## src/rtl/blkcmp_pkg.sv

```systemverilog
package blkcmp_pkg;

  // Flag byte bit positions
  localparam int FLG_C  = 0;
  localparam int FLG_N  = 1;
  localparam int FLG_PV = 2;
  localparam int FLG_X  = 3;
  localparam int FLG_H  = 4;
  localparam int FLG_Y  = 5;
  localparam int FLG_Z  = 6;
  localparam int FLG_S  = 7;

  typedef enum logic [1:0] {
    ST_IDLE  = 2'd0,
    ST_FETCH = 2'd1,
    ST_HOLD  = 2'd2
  } seq_state_e;

  // Half-borrow from {result bit3, operand bit3, accumulator bit3}
  function automatic logic hb_lookup(input logic [2:0] idx);
    case (idx)
      3'd2, 3'd4, 3'd6, 3'd7: hb_lookup = 1'b1;
      default:                hb_lookup = 1'b0;
    endcase
  endfunction

endpackage

```

## src/rtl/blkcmp_rst_sync.sv

```systemverilog
module blkcmp_rst_sync (
  input  logic clk,
  input  logic arst_n,
  output logic rst_n_o
);
  logic [1:0] sync_q;

  always_ff @(posedge clk or negedge arst_n) begin
    if (!arst_n) sync_q <= 2'b00;
    else         sync_q <= {sync_q[0], 1'b1};
  end

  assign rst_n_o = sync_q[1];
endmodule

```

## src/rtl/blkcmp_step_alu.sv

```systemverilog
module blkcmp_step_alu
  import blkcmp_pkg::*;
#(
  parameter int ADDR_W = 16,
  parameter int CNT_W  = 16
) (
  input  logic [7:0]        acc_i,
  input  logic [7:0]        mem_i,
  input  logic [7:0]        flags_i,
  input  logic [ADDR_W-1:0] hl_i,
  input  logic [CNT_W-1:0]  bc_i,
  input  logic              down_i,
  output logic [ADDR_W-1:0] hl_o,
  output logic [CNT_W-1:0]  bc_o,
  output logic [7:0]        flags_o,
  output logic              more_o
);
  logic [7:0] diff;
  logic [7:0] adj;
  logic       hb;

  always_comb begin
    diff = acc_i - mem_i;
    hb   = hb_lookup({diff[3], mem_i[3], acc_i[3]});
    adj  = diff - {7'd0, hb};
    bc_o = bc_i - {{(CNT_W-1){1'b0}}, 1'b1};
    if (down_i) hl_o = hl_i - {{(ADDR_W-1){1'b0}}, 1'b1};
    else        hl_o = hl_i + {{(ADDR_W-1){1'b0}}, 1'b1};

    flags_o         = 8'd0;
    flags_o[FLG_C]  = flags_i[FLG_C];
    flags_o[FLG_N]  = 1'b1;
    flags_o[FLG_PV] = (bc_o != '0);
    flags_o[FLG_X]  = adj[3];
    flags_o[FLG_H]  = hb;
    flags_o[FLG_Y]  = adj[1];
    flags_o[FLG_Z]  = (diff == 8'd0);
    flags_o[FLG_S]  = diff[7];

    more_o = (bc_o != '0) && (diff != 8'd0);
  end
endmodule

```

## src/rtl/blkcmp_delay_ctr.sv

```systemverilog
module blkcmp_delay_ctr #(
  parameter int W = 4
) (
  input  logic         clk,
  input  logic         rst_n,
  input  logic         load_i,
  input  logic [W-1:0] val_i,
  input  logic         dec_i,
  output logic         zero_o
);
  logic [W-1:0] cnt_q, cnt_d;

  always_comb begin
    cnt_d = cnt_q;
    if (load_i)                     cnt_d = val_i;
    else if (dec_i && cnt_q != '0)  cnt_d = cnt_q - {{(W-1){1'b0}}, 1'b1};
  end

  always_ff @(posedge clk or negedge rst_n) begin
    if (!rst_n)                cnt_q <= '0;
    else if (load_i || dec_i)  cnt_q <= cnt_d;
  end

  assign zero_o = (cnt_q == '0);
endmodule

```

## src/rtl/blkcmp_seq.sv

```systemverilog
module blkcmp_seq
  import blkcmp_pkg::*;
#(
  parameter int ADDR_W   = 16,
  parameter int CNT_W    = 16,
  parameter int CYC_W    = 8,
  parameter int BASE_DLY = 5,
  parameter int RPT_DLY  = 5
) (
  input  logic              clk,
  input  logic              rst_n,
  input  logic              ld_en,
  input  logic [7:0]        ld_acc,
  input  logic [ADDR_W-1:0] ld_hl,
  input  logic [CNT_W-1:0]  ld_bc,
  input  logic [7:0]        ld_flags,
  input  logic              start,
  input  logic              rpt_mode,
  input  logic              step_down,
  output logic              mem_req,
  output logic [ADDR_W-1:0] mem_addr,
  input  logic              mem_valid,
  input  logic [7:0]        mem_rdata,
  output logic [7:0]        acc,
  output logic [ADDR_W-1:0] hl,
  output logic [CNT_W-1:0]  bc,
  output logic [7:0]        flags,
  output logic              busy,
  output logic              done,
  output logic              iter_stb,
  output logic [CYC_W-1:0]  iter_cycles
);
  localparam int DLY_W = $clog2(BASE_DLY + RPT_DLY + 1);
  localparam logic [CYC_W:0] CYC_MAX = {1'b0, {CYC_W{1'b1}}};

  logic core_rst_n;

  seq_state_e        state_q, state_d;
  logic [7:0]        acc_q, acc_d;
  logic [ADDR_W-1:0] hl_q, hl_d;
  logic [CNT_W-1:0]  bc_q, bc_d;
  logic [7:0]        flg_q, flg_d;
  logic              rpt_q, rpt_d;
  logic              down_q, down_d;
  logic              cont_q, cont_d;
  logic [CYC_W-1:0]  rd_cnt_q, rd_cnt_d;
  logic [CYC_W-1:0]  rd_len_q, rd_len_d;
  logic              stb_q, stb_d;
  logic              done_q, done_d;
  logic [CYC_W-1:0]  icyc_q, icyc_d;

  logic [ADDR_W-1:0] alu_hl;
  logic [CNT_W-1:0]  alu_bc;
  logic [7:0]        alu_flg;
  logic              alu_more;

  logic              tmr_load;
  logic [DLY_W-1:0]  tmr_val;
  logic              tmr_dec;
  logic              tmr_zero;
  logic [CYC_W:0]    cyc_sum;

  blkcmp_rst_sync u_rst (
    .clk     (clk),
    .arst_n  (rst_n),
    .rst_n_o (core_rst_n)
  );

  blkcmp_step_alu #(.ADDR_W(ADDR_W), .CNT_W(CNT_W)) u_alu (
    .acc_i   (acc_q),
    .mem_i   (mem_rdata),
    .flags_i (flg_q),
    .hl_i    (hl_q),
    .bc_i    (bc_q),
    .down_i  (down_q),
    .hl_o    (alu_hl),
    .bc_o    (alu_bc),
    .flags_o (alu_flg),
    .more_o  (alu_more)
  );

  blkcmp_delay_ctr #(.W(DLY_W)) u_dly (
    .clk    (clk),
    .rst_n  (core_rst_n),
    .load_i (tmr_load),
    .val_i  (tmr_val),
    .dec_i  (tmr_dec),
    .zero_o (tmr_zero)
  );

  // Next-state logic
  always_comb begin
    state_d  = state_q;
    acc_d    = acc_q;
    hl_d     = hl_q;
    bc_d     = bc_q;
    flg_d    = flg_q;
    rpt_d    = rpt_q;
    down_d   = down_q;
    cont_d   = cont_q;
    rd_cnt_d = rd_cnt_q;
    rd_len_d = rd_len_q;
    stb_d    = 1'b0;
    done_d   = 1'b0;
    icyc_d   = icyc_q;
    tmr_load = 1'b0;
    tmr_val  = '0;
    tmr_dec  = (state_q == ST_HOLD);

    cyc_sum = {1'b0, rd_len_q} + (CYC_W+1)'(BASE_DLY)
            + (cont_q ? (CYC_W+1)'(RPT_DLY) : '0);

    case (state_q)
      ST_IDLE: begin
        if (start) begin
          state_d  = ST_FETCH;
          rpt_d    = rpt_mode;
          down_d   = step_down;
          rd_cnt_d = {{(CYC_W-1){1'b0}}, 1'b1};
        end else if (ld_en) begin
          acc_d = ld_acc;
          hl_d  = ld_hl;
          bc_d  = ld_bc;
          flg_d = ld_flags;
        end
      end
      ST_FETCH: begin
        if (mem_valid) begin
          hl_d     = alu_hl;
          bc_d     = alu_bc;
          flg_d    = alu_flg;
          cont_d   = rpt_q & alu_more;
          rd_len_d = rd_cnt_q;
          tmr_load = 1'b1;
          tmr_val  = DLY_W'(BASE_DLY - 1)
                   + ((rpt_q & alu_more) ? DLY_W'(RPT_DLY) : '0);
          state_d  = ST_HOLD;
        end else if (rd_cnt_q != {CYC_W{1'b1}}) begin
          rd_cnt_d = rd_cnt_q + {{(CYC_W-1){1'b0}}, 1'b1};
        end
      end
      ST_HOLD: begin
        if (tmr_zero) begin
          stb_d  = 1'b1;
          icyc_d = (cyc_sum > CYC_MAX) ? {CYC_W{1'b1}} : cyc_sum[CYC_W-1:0];
          if (cont_q) begin
            state_d  = ST_FETCH;
            rd_cnt_d = {{(CYC_W-1){1'b0}}, 1'b1};
          end else begin
            state_d = ST_IDLE;
            done_d  = 1'b1;
          end
        end
      end
      default: state_d = ST_IDLE;
    endcase
  end

  // Registers
  always_ff @(posedge clk or negedge core_rst_n) begin
    if (!core_rst_n) begin
      state_q  <= ST_IDLE;
      acc_q    <= '0;
      hl_q     <= '0;
      bc_q     <= '0;
      flg_q    <= '0;
      rpt_q    <= 1'b0;
      down_q   <= 1'b0;
      cont_q   <= 1'b0;
      rd_cnt_q <= '0;
      rd_len_q <= '0;
      stb_q    <= 1'b0;
      done_q   <= 1'b0;
      icyc_q   <= '0;
    end else begin
      state_q  <= state_d;
      acc_q    <= acc_d;
      hl_q     <= hl_d;
      bc_q     <= bc_d;
      flg_q    <= flg_d;
      rpt_q    <= rpt_d;
      down_q   <= down_d;
      cont_q   <= cont_d;
      rd_cnt_q <= rd_cnt_d;
      rd_len_q <= rd_len_d;
      stb_q    <= stb_d;
      done_q   <= done_d;
      icyc_q   <= icyc_d;
    end
  end

  assign mem_req     = (state_q == ST_FETCH);
  assign mem_addr    = hl_q;
  assign acc         = acc_q;
  assign hl          = hl_q;
  assign bc          = bc_q;
  assign flags       = flg_q;
  assign busy        = (state_q != ST_IDLE);
  assign done        = done_q;
  assign iter_stb    = stb_q;
  assign iter_cycles = icyc_q;

endmodule

```

## config.mk

```make
export PLATFORM = sky130hd
export DESIGN_NAME = blkcmp_seq
export DESIGN_NICKNAME = d
export VERILOG_FILES = /design/src/rtl/blkcmp_pkg.sv /design/src/rtl/blkcmp_rst_sync.sv /design/src/rtl/blkcmp_step_alu.sv /design/src/rtl/blkcmp_delay_ctr.sv /design/src/rtl/blkcmp_seq.sv
export SDC_FILE = /design/constraint.sdc
export NUM_CORES = 1
export LEC_CHECK = 0
export ABC_AREA = 1
export BUFFER_PORTS_ARGS = -buffer_cell sky130_fd_sc_hd__buf_2
export CAP_MARGIN = 20
export CORE_MARGIN = 3
export CORE_UTILIZATION = 40
export CTS_CLUSTER_DIAMETER = 30
export CTS_CLUSTER_SIZE = 16
export DETAILED_ROUTE_END_ITERATION = 7
export PLACE_DENSITY_LB_ADDON = 0.2
export SLEW_MARGIN = 20
export SYNTH_ARGS = -nofsm -noshare
export SYNTH_HDL_FRONTEND = slang
export SYNTH_HIERARCHICAL = 1
export SYNTH_SLANG_ARGS = --single-unit
```

## constraint.sdc

```tcl
create_clock -name clk -period 3.7 [get_ports clk]
set_input_delay 0 -clock clk [delete_from_list [all_inputs] [get_ports clk]]
set_output_delay 0 -clock clk [all_outputs]
set_load 0.005 [all_outputs]
```

## Word-level counts from Yosys, hierarchy flattened

Index checks and enable logic that the tools add are counted.

| cells by class | value |
|---|---|
| $add $sub $neg | 10 |
| order comparisons | 1 |
| eq/ne operators | 15 |
| mux-type cells | 39 |
| bitwise operators | 3 |
| reductions and logical operators | 23 |

Operators by type and width:

| kind | number |
|---|---|
| $mux W16 | 7 |
| $mux W8 | 9 |
| $pmux W16 S2 | 2 |
| $sub A16 B1 Y16 const B | 2 |
| $pmux W8 S3 | 1 |
| $add A16 B1 Y16 const B | 1 |
| $mux W4 | 4 |
| $pmux W8 S2 | 1 |
| $reduce_bool A16 Y1 | 1 |
| $ne A2 B2 Y1 const B | 6 |
| $add A8 B3 Y9 const B | 1 |
| $add A9 B3 Y9 | 1 |
| $eq A3 B3 Y1 const B | 3 |
| $gt A9 B8 Y1 const B | 1 |
| $mux W1 | 9 |
| $add A8 B1 Y8 const B | 1 |
| $logic_not A8 Y1 | 1 |
| $ne A8 B8 Y1 const B | 1 |
| $reduce_and A2 Y1 | 4 |
| $reduce_and A4 Y1 | 2 |
| $reduce_bool A8 Y1 | 1 |
| $sub A8 B8 Y8 | 1 |
| $mux W2 | 3 |
| $mux W3 | 2 |
| other kinds (20) | 26 |

| word-level totals | value |
|---|---|
| register bits after elaboration | 85 |
| input bits | 63 |
| logic and storage cells | 107 |

## Logic depth before layout (Yosys ltp)

Gate-level depths: netlist (run 1).

| logic depth | value |
|---|---|
| depth after elaboration | 9 |
| gate-level depth with buffers | 20 |
| gate-level depth less buffers | 20 |

## Hierarchy

The synthesis (run 1) kept the hierarchy.

By module, submodules not included:

| module | instances | cells each | area each (µm²) | seq. area each (µm²) |
|---|---|---|---|---|
| blkcmp_seq | 1 | 470 | 4016.4 | 1976.9 |
| blkcmp_step_alu | 1 | 281 | 1665.3 | 0.0 |
| blkcmp_delay_ctr | 1 | 46 | 295.3 | 100.1 |
| blkcmp_rst_sync | 1 | 3 | 53.8 | 50.0 |

## Worst setup path before layout (run 1)

Ideal clock, no wire load.

| timing | value |
|---|---|
| kind | reg-to-reg |
| start | reg acc_q[2], in the netlist acc[2] |
| end | reg u_dly.cnt_q[2] |
| library setup time | 0.065 ns |
| data arrival time | 2.406 ns |
| data required time | 3.635 ns |
| slack | 1.229 ns |
| stages on the path, launching flop included | 18 |
| buffers on the path | 0 |
| clock period less this slack | 2.471 ns |
| cells stage by stage | dfrtp_1 ha_1 nand3_1 nand2_1 inv_1 fa_1 nand3_1 nor2_1 nand3_1 nor2_1 nand3_1 nor2_1 a21oi_1 a21oi_1 nand2_1 nand2_1 nand2_1 nand2_1 |

| between the ends | value |
|---|---|
| cells in the longest elaborated chain, start to end | 9 |

RTL lines:

| item | RTL line | text |
|---|---|---|
| start, declared | blkcmp_seq.sv:39 | `logic [7:0] acc_q, acc_d;` |
| start signal, assigned | blkcmp_seq.sv:163 | `acc_q <= '0;` |
| start signal, assigned | blkcmp_seq.sv:177 | `acc_q <= acc_d;` |
| $sub A8 B8 Y8 | blkcmp_step_alu.sv:23 | `diff = acc_i - mem_i;` |
| $reduce_bool A8 Y1 | blkcmp_step_alu.sv:40 | `more_o = (bc_o != '0) && (diff != 8'd0);` |
| $logic_and A1 B1 Y1 | blkcmp_step_alu.sv:40 |  |
| via alu_more | blkcmp_seq.sv:55 | `logic alu_more;` |
| $and A1 B1 Y1 | blkcmp_seq.sv:136 | `+ ((rpt_q & alu_more) ? DLY_W'(RPT_DLY) : '0);` |
| $mux W3 | blkcmp_seq.sv:136 |  |
| $add A3 B3 Y4 | blkcmp_seq.sv:136 |  |
| $mux W4 | blkcmp_seq.sv:128 | `if (mem_valid) begin` |
| $mux W4 | blkcmp_seq.sv:113 | `case (state_q)` |
| via tmr_val[2] | blkcmp_seq.sv:58 | `logic [DLY_W-1:0] tmr_val;` |
| $mux W4 | blkcmp_delay_ctr.sv:15 | `if (load_i) cnt_d = val_i;` |
| end signal, assigned | blkcmp_delay_ctr.sv:21 | `else if (load_i \|\| dec_i) cnt_q <= cnt_d;` |
| end, declared | blkcmp_delay_ctr.sv:11 | `logic [W-1:0] cnt_q, cnt_d;` |

The timed path passes the listed nets, and every way through them passes these cells.
A chain may end at the register's enable or synchronous reset.

## Worst setup path after layout (run 1)

Ends and elaborated chain as after synthesis.

==> summary.md, run 1 <==
| Metric | Value |
|---|---|
| Top-area cell type share of the netlist area | 0.353 |
| Total placed instance area | 0.00667 mm2 |
| Skew-Pair Late Insertion Delay | 0.35 ns |
| Library cell with the largest summed area after synthesis | sky130_fd_sc_hd__dfrtp_1 |
| Crit path kind | flip-flop to flip-flop |
| Initial standard-cell utilization of the core | 0.412 |
| CP max-delay cell | sky130_fd_sc_hd__fa_1 |
| Critical path peak fanout | 4 |
| Number of hold-slack violations in the final timing report | 0 |
| Global-route wire length before repair | 24,700 um |
| Part of the power in registers | 0.270 |
| Worst r2r path cells | 17 |
| Most common cell on crit path | sky130_fd_sc_hd__nand2_1 |
| Power density of the placed cells | 859 mW/mm2 |
| Internal power component | 0.00344 W |
| Clock buffer depth | 2 |
| Routed via count | 5,421 |
| Overall routing resource usage | 0.184 |
| Pre-CTS worst setup slack | 1.01 ns |
| Uppermost routed layer | met4 |
| Initial antenna violation count | 0 |
| CP Launch Point | acc[2]$_DFFE_PN0P_ |
| Register clock-pin slew on the reported worst setup and hold paths | 0.07 ns |
| Number of placed cells counting well taps | 1,084 |
| Half-perimeter wire length after detailed placement | 10,400 um |
| Final critical-path setup slack | 1.01 ns |
| Data arrival at the endpoint of the critical path | 2.99 ns |
| Routed wl met3 | 559 um |
| RSZ-0062 raised after global routing | no |
| Fraction of layout instances using a drive strength above 1 | 0.229 |
| First-pass iteration count of the detailed router | 4 |
| Number of buffers created by CTS | 9 |
| Switching power total | 0.00302 W |
| CP peak stage delay | 0.51 ns |
| DRT met1 WL | 7130 um |
| Die extent in y | 129 um |
| Routed len/inst | 12.9 um |
| Highest ir drop seen on vdd | 349 uV |
| Req. time, crit path | 3.99 ns |
| Most frequent standard cell in the layout excluding fill and tap cells | sky130_fd_sc_hd__nand2_1 |
| Synthesized cell area | 0.00603 mm2 |
| Slew HR | 0.363 |
| TritonCTS clock tree | done |
| Slew of the pin with the lowest slew margin | 0.956 ns |
| Most frequent cells in the layout | 243 x sky130_fd_sc_hd__nand2_1, 138 x sky130_fd_sc_hd__buf_2, 84 x sky130_fd_sc_hd__nor2_1, 84 x sky130_fd_sc_hd__dfrtp_1, 80 x sky130_fd_sc_hd__inv_1 |
| Outcome | complete, no violations |
| Global placement routability congestion | 0.813 |
| Leak Pwr | 3.86 nW |
| # Max-Cap Violations | 0 |
| Met2 wire length | 6980 um |
| Avg Cell Area, Syn | 7.54 um2 |
| Time the worst path needs with I/O delays and setup | 2.69 ns |
| Inserted Diodes | 0 |
| Final count of pins violating max slew | 0 |
| Crit path capture | u_dly/cnt_q[2]$_DFFE_PN0P_ |
| Worst R2R Setup Slack | 1.01 ns |
| Root Buffer Master | sky130_fd_sc_hd__clkbuf_16 |
| First DRT Iteration DRCs | 274 |
| Final ANT Viol Nets | 0 |
| Worst min-delay path category | input port to flip-flop |
| Post-synthesis cell type count | 42 |
| Placement Rows | 44 |
| Overflow left after global routing | 0 |
| Sort of element at the start of the critical path | flip-flop |
| Final clock skew | 0.00694 ns |
| Utilization after layout | 0.514 |
| Kind of capture point of the worst setup path | flip-flop |
| Terminus of the critical flop-to-flop path | u_dly/cnt_q[2]$_DFFE_PN0P_ |
| Number of primary I/O pins | 139 |
| Top cells by area, synth | sky130_fd_sc_hd__dfrtp_1 35%, sky130_fd_sc_hd__nand2_1 15%, sky130_fd_sc_hd__ha_1 6.4%, sky130_fd_sc_hd__nor2_1 5.2%, sky130_fd_sc_hd__inv_1 5.0% |
| Vias in the first global route | 5,030 |
| Number of clock sinks | 85 |
| Via-to-Cell Ratio | 4.71 |
| Crit-path cells | ha_1, nand3_1, nand2_1, inv_1, fa_1, nand3_1, nor2_1, nand3_1, nor2_1, nand3_1, nor2_1, a21oi_1, a21oi_1, nand2_1, nand2_1, nand2_1, nand2_1 |
| Die area | 0.0166 mm2 |
| Total wire length | 14,900 um |
| Commonest register cell after synthesis | sky130_fd_sc_hd__dfrtp_1 |
| Setup total negative slack | 0 ns |
| Std-Cell Core Area | 0.0146 mm2 |
| Switching Share | 0.467 |
| Total setup violations reported at the end of the flow | 0 |
| Finished Cell Area | 0.00752 mm2 |
| Gate count of the mapped netlist | 800 |
| Post-layout net count | 1,060 |
| Die X-Extent | 129 um |
| Count of input and output buffers | 138 |
| Area delta synth->final | 24.7% |
| Synthesis-stage register bit count | 85 |
| Number of standard cells in the layout, taps in and fillers out | 1,152 |
| Count of instances resized after the clock tree is built | 0 |
| Largest net degree at the start of global routing | 81 |
| Clock network power share | 0.158 |
| Post-detailed-route DRC marker count | 0 |
| Tcrit/Tclk final | 0.728 |
| Synthesized Nets | 897 |
| Highest clock rate | 371 MHz |
| Worst r2r src | acc[2]$_DFFE_PN0P_ |
| Relative contribution of combinational cells to total power | 0.572 |
| Count of yosys warnings during synthesis | 6 |
| EDFF count, synth | 0 |
| Post-synth ARST share | 1.00 |
| Part of the Yosys area used for sequential elements | 0.353 |
| Maximum level of the CTS H-tree | 3 |
[per-layer routing]
layer / vias up / GRT usage
li1: 2869 / -
met1: 2441 / 0.244
met2: 94 / 0.303
met3: 17 / 0.0407
met4: 0 / 0.0525
met5: - / 0
[power by group through the flow]
stage	clock [W]	combinational, W	sequential (W)
after floorplan	0	0.00292	0.00171
after global placement	0	0.00364	0.00176
after detailed placement	0	0.00367	0.00177
after CTS	0.00107	0.00372	0.00176
after global routing	0.00109	0.00423	0.00182
final	0.00102	0.00369	0.00175
[registers in the layout, summed over array words and instances (netlist names)]
signal        flops
rd_len_q          8
state_q           2
rd_cnt_q          8
done              1
acc               8
cont_q            1
u_dly/cnt_q       4
iter_cycles       8
u_rst/sync_q      2
rpt_q             1
iter_stb          1
flags             8
hl               16
down_q            1
bc               16
[layout make-up]
cell class | instances | area [um2]
flip-flops and latches | 85 | 2130
clock buffers | 10 | 239
inverters | 88 | 330
clock inverters | 6 | 93.8
multi-input cells | 587 | 3270
repair buffers | 192 | 1230
well taps | 184 | 230
fillers | 1448 | 7120
[per-stage QoR]
step | hold slack [ns] | power [W]
3_3_place_gp | -0.212 | 0.00541
6_report | 0.0411 | 0.00646
2_1_floorplan | -0.296 | 0.00463
5_1_grt | 0.0542 | 0.00715
4_1_cts | 0.0278 | 0.00655
3_5_place_dp | -0.211 | 0.00544
[kinds of logic (layout without fill, tap and decap cells)]
kind of cell               Yosys count  count (layout)  share of synthesized area
and+or+nand+nor                    419             419                      0.312
buffers and inverters              128             296                      0.105
other                                3               3                    0.00187
xor gates and xnor gates            23              23                     0.0371
adders and majority gates           34              34                     0.0743
DFF                                 85              85                      0.353
AOI/OAI and AO/OA                   98              98                     0.0983
muxes                               10              10                     0.0187
[repair_timing]
action | 4_1_cts | 5_1_grt
setup buffers | 0 | 0
endpoints found under the hold margin | 52 | 0
hold buffers | 52 | 0
[cells in the mapped netlist (2+ instances only)]
cell type and count:
sky130_fd_sc_hd__o21ai_0 10, sky130_fd_sc_hd__buf_6 6, sky130_fd_sc_hd__fa_1 3, sky130_fd_sc_hd__nand3_4 2
sky130_fd_sc_hd__nor2_4 7, sky130_fd_sc_hd__nand2_2 11, sky130_fd_sc_hd__nand2_1 243, sky130_fd_sc_hd__nand4_1 4
sky130_fd_sc_hd__conb_1 3, sky130_fd_sc_hd__a21oi_1 23, sky130_fd_sc_hd__inv_1 80, sky130_fd_sc_hd__nand3b_1 9
sky130_fd_sc_hd__inv_2 7, sky130_fd_sc_hd__buf_2 10, sky130_fd_sc_hd__nand3_2 4, sky130_fd_sc_hd__o21ai_2 5
sky130_fd_sc_hd__a31oi_1 40, sky130_fd_sc_hd__ha_1 31, sky130_fd_sc_hd__mux2_2 10, sky130_fd_sc_hd__dfrtp_1 85
sky130_fd_sc_hd__xnor2_1 5, sky130_fd_sc_hd__buf_4 22, sky130_fd_sc_hd__a2bb2oi_1 3, sky130_fd_sc_hd__xnor2_2 2
sky130_fd_sc_hd__o31ai_1 2, sky130_fd_sc_hd__o21ai_1 9, sky130_fd_sc_hd__nor2_2 8, sky130_fd_sc_hd__nor3_1 5
sky130_fd_sc_hd__a21o_1 2, sky130_fd_sc_hd__a21oi_2 2, sky130_fd_sc_hd__nand3_1 36, sky130_fd_sc_hd__xor2_1 15
sky130_fd_sc_hd__nor2_1 84, sky130_fd_sc_hd__nand2_4 4
[critical path, delay by kind of cell, from the launching register on]
kind                       cells  cell delay (ns)
AOI/OAI and AO/OA              2             0.29
adders and majority gates      2             0.87
buffers and inverters          1             0.05
DFF                            1             0.39
and+or+nand+nor               12             1.03
[how the worst min path moves through the flow]
stage	from	end	slack (ns)	depth (start not counted)
2_1_floorplan	rst_n	u_rst/sync_q[0]$_DFF_PN0_	-0.30	0
3_3_place_gp	rst_n	u_rst/sync_q[0]$_DFF_PN0_	-0.21	1
3_5_place_dp	rst_n	u_rst/sync_q[0]$_DFF_PN0_	-0.21	1
4_1_cts	start	rpt_q$_DFFE_PN0P_	0.03	3
5_1_grt	start	rpt_q$_DFFE_PN0P_	0.05	3
6_report	start	rpt_q$_DFFE_PN0P_	0.04	3
Power figures use the tool's default switching activity.
==> inputs of run 2 (changes only) <==
Clock period 3.7 ns to 2.8 ns, I/O delays scaled along.
==> summary.md, run 2 (synthesis gave the netlist of run 1 again) <==
| Metric | Value |
|---|---|
| Power density of the placed cells | 1110 mW/mm2 (+30%) |
| Largest net degree at the start of global routing | 81 (unchanged) |
| Root Buffer Master | sky130_fd_sc_hd__clkbuf_16 |
| Highest clock rate | 389 MHz (+4.9%) |
| Setup total negative slack | 0 ns (unchanged) |
| Slew of the pin with the lowest slew margin | 0.795 ns (-0.161 ns) |
| First-pass iteration count of the detailed router | 4 (unchanged) |
| Utilization after layout | 0.513 (-0.000855) |
| Worst R2R Setup Slack | 0.23 ns (-0.77 ns) |
| RSZ-0062 raised after global routing | no |
| Kind of capture point of the worst setup path | flip-flop |
| Most frequent cells in the layout | 243 x sky130_fd_sc_hd__nand2_1, 138 x sky130_fd_sc_hd__buf_2, 84 x sky130_fd_sc_hd__dfrtp_1, 83 x sky130_fd_sc_hd__nor2_1, 80 x sky130_fd_sc_hd__inv_1 |
| Overflow left after global routing | 0 (unchanged) |
| Placement Rows | 44 (unchanged) |
| Register clock-pin slew on the reported worst setup and hold paths | 0.06 ns (about the same) |
| Inserted Diodes | 0 (unchanged) |
| Slew HR | 0.469 (+0.107) |
| Final count of pins violating max slew | 0 (unchanged) |
| Half-perimeter wire length after detailed placement | 10,400 um (-0.24%) |
| Critical path peak fanout | 4 (unchanged) |
| Time the worst path needs with I/O delays and setup | 2.57 ns (-0.126 ns) |
| Terminus of the critical flop-to-flop path | u_dly/cnt_q[0]$_DFFE_PN0P_ |
| Outcome | complete, no violations |
| Clock buffer depth | 2 (unchanged) |
| Die X-Extent | 129 um (unchanged) |
| Total area of multi-input combinational cells | 0.00330 mm2 (+0.76%) |
| Post-layout net count | 1,063 (+0.28%) |
| Worst min-delay path category | input port to flip-flop |
| Crit path kind | flip-flop to flip-flop |
| Initial standard-cell utilization of the core | 0.412 (unchanged) |
| Routed via count | 5,469 (+0.89%) |
| Initial antenna violation count | 0 (unchanged) |
| First DRT Iteration DRCs | 262 (-4.4%) |
| Post-detailed-route DRC marker count | 0 (unchanged) |
| Global placement routability congestion | 0.829 (+2.1%) |
| Number of cells on the worst hold path | 3 (unchanged) |
| Skew-Pair Late Insertion Delay | 0.34 ns (about the same) |
| Total setup violations reported at the end of the flow | 0 (unchanged) |
| Count of input and output buffers | 138 (unchanged) |
| TritonCTS clock tree | done |
| Final critical-path setup slack | 0.231 ns (-0.774 ns) |
| Number of primary I/O pins | 139 (unchanged) |
| Final ANT Viol Nets | 0 (unchanged) |
| Routed len/inst | 12.7 um (-1.8%) |
| Highest ir drop seen on vdd | 410 uV (+18%) |
| Overall power consumption | 0.00837 W (+29%) |
| Area delta synth->final | 24.5% |
| Most frequent standard cell in the layout excluding fill and tap cells | sky130_fd_sc_hd__nand2_1 |
| Storage cell area | 0.00213 mm2 (unchanged) |
| Worst Hold Launch | start |
| Std-Cell Core Area | 0.0146 mm2 (unchanged) |
| Die area | 0.0166 mm2 (unchanged) |
| Leak Pwr | 3.85 nW (-0.40%) |
| Tcrit/Tclk final | 0.917 (+0.189) |
| Overall routing resource usage | 0.179 (-0.00518) |
| Worst r2r path cells | 18 (+1) |
| Number of buffers created by CTS | 9 (unchanged) |
| Number of clock sinks | 85 (unchanged) |
| Number of hold-slack violations in the final timing report | 0 (unchanged) |
| Final clock skew | 0.00724 ns (+0.000302 ns) |
| Data arrival at the endpoint of the critical path | 2.80 ns (-0.19 ns) |
| Sort of element at the start of the critical path | flip-flop |
| Pre-CTS worst setup slack | 0.107 ns (-0.901 ns) |
| # Max-Cap Violations | 0 (unchanged) |
| Worst r2r src | acc[2]$_DFFE_PN0P_ |
| Fillers | 1,420 (-1.9%) |
| Die extent in y | 129 um (unchanged) |
| Global-route wire length before repair | 24,500 um (-0.67%) |
| Req. time, crit path | 3.03 ns (-0.96 ns) |
| Fraction of layout instances using a drive strength above 1 | 0.233 (+0.00365) |
| Total wire length | 14,700 um (-1.6%) |
| Destination of the worst hold path | rpt_q$_DFFE_PN0P_ |
| Maximum level of the CTS H-tree | 3 (unchanged) |
| Vias in the first global route | 5,055 (+0.50%) |
| Via-to-Cell Ratio | 4.74 (+0.71%) |
-- run 2: cell types whose count changed in the layout (fill, tap and decap cells not counted), sizes merged --
cell / previous run / this run
buf: 140 / 143
bufinv: 2 / 0
clkbuf: 10 / 13
inv: 89 / 87
-- run 2: layout make-up --
type	count	area share
clock buffer	13	0.0333
inverter	88	0.0440
timing repair buffer	195	0.168
clock inverter	2	0.00133
multi-input combinational	587	0.439
tap	184	0.0307
sequential	85	0.284
-- run 2: worst max-delay path, stage by stage, from the launching register on --
cell and delay [ns]:
sky130_fd_sc_hd__dfrtp_1 0.41, sky130_fd_sc_hd__ha_4 0.30, sky130_fd_sc_hd__nand3_1 0.08, sky130_fd_sc_hd__nand2_1 0.08, sky130_fd_sc_hd__inv_1 0.05, sky130_fd_sc_hd__fa_1 0.54
sky130_fd_sc_hd__nand3_1 0.09, sky130_fd_sc_hd__nor2_1 0.09, sky130_fd_sc_hd__nand3_1 0.08, sky130_fd_sc_hd__nor2_1 0.10, sky130_fd_sc_hd__nand3_1 0.11, sky130_fd_sc_hd__nor2_2 0.13
sky130_fd_sc_hd__a21oi_2 0.06, sky130_fd_sc_hd__nand2_1 0.06, sky130_fd_sc_hd__nor2_1 0.05, sky130_fd_sc_hd__nand2_1 0.07, sky130_fd_sc_hd__o21ai_1 0.06, sky130_fd_sc_hd__nand2_1 0.06
sky130_fd_sc_hd__nand2_1 0.04
-- run 2: worst max-delay path by stage --
stage          slack, ns                      start                          to
2_1_floorplan       0.26  u_rst/sync_q[1]$_DFF_PN0_          acc[0]$_DFFE_PN0P_
3_3_place_gp        0.19         acc[2]$_DFFE_PN0P_  u_dly/cnt_q[2]$_DFFE_PN0P_
3_5_place_dp        0.11         acc[2]$_DFFE_PN0P_  u_dly/cnt_q[2]$_DFFE_PN0P_
4_1_cts             0.07         acc[2]$_DFFE_PN0P_  u_dly/cnt_q[2]$_DFFE_PN0P_
5_1_grt             0.03         acc[1]$_DFFE_PN0P_  u_dly/cnt_q[0]$_DFFE_PN0P_
6_report            0.23         acc[2]$_DFFE_PN0P_  u_dly/cnt_q[0]$_DFFE_PN0P_
-- run 2: per-layer routing --
layer / part of all wire / vias to the layer above / track usage
met3: 0.027 / 14 / 0.0245
met5: 0 / - / 0
met4: 0.014 / 0 / 0.0469
met1: 0.50 / 2492 / 0.251
met2: 0.46 / 86 / 0.291
li1: - / 2877 / -
-- run 2: repair_timing --
| item | 4_1_cts | 5_1_grt |
|---|---|---|
| setup buffers | 0 | 2 |
| endpoints found under the setup margin | 0 | 3 |
| hold buffers | 52 | 0 |
| gates resized for setup | 0 | 6 |
| endpoints found under the hold margin | 52 | 0 |
-- run 2: metrics by stage --
stage                     cell area (um2)  hold slack [ns]  std cells
after global placement               6690           -0.213       1085
after CTS                            7470           0.0555       1152
after floorplan                      6030           -0.296        800
after detailed placement             6690           -0.214       1085
final                                7510           0.0595       1154
after global routing                 7510           0.0717       1154
-- run 2: report_power, final --
part / internal (W) / leakage (nW) / total [W] / switching (W)
Sequential: 0.00172 / 1.02 / 0.00228 / 0.000556
Clock: 0.000620 / 0.129 / 0.00112 / 0.000498
Combinational: 0.00206 / 2.70 / 0.00497 / 0.00291
Total: 0.00440 / 3.85 / 0.00837 / 0.00397
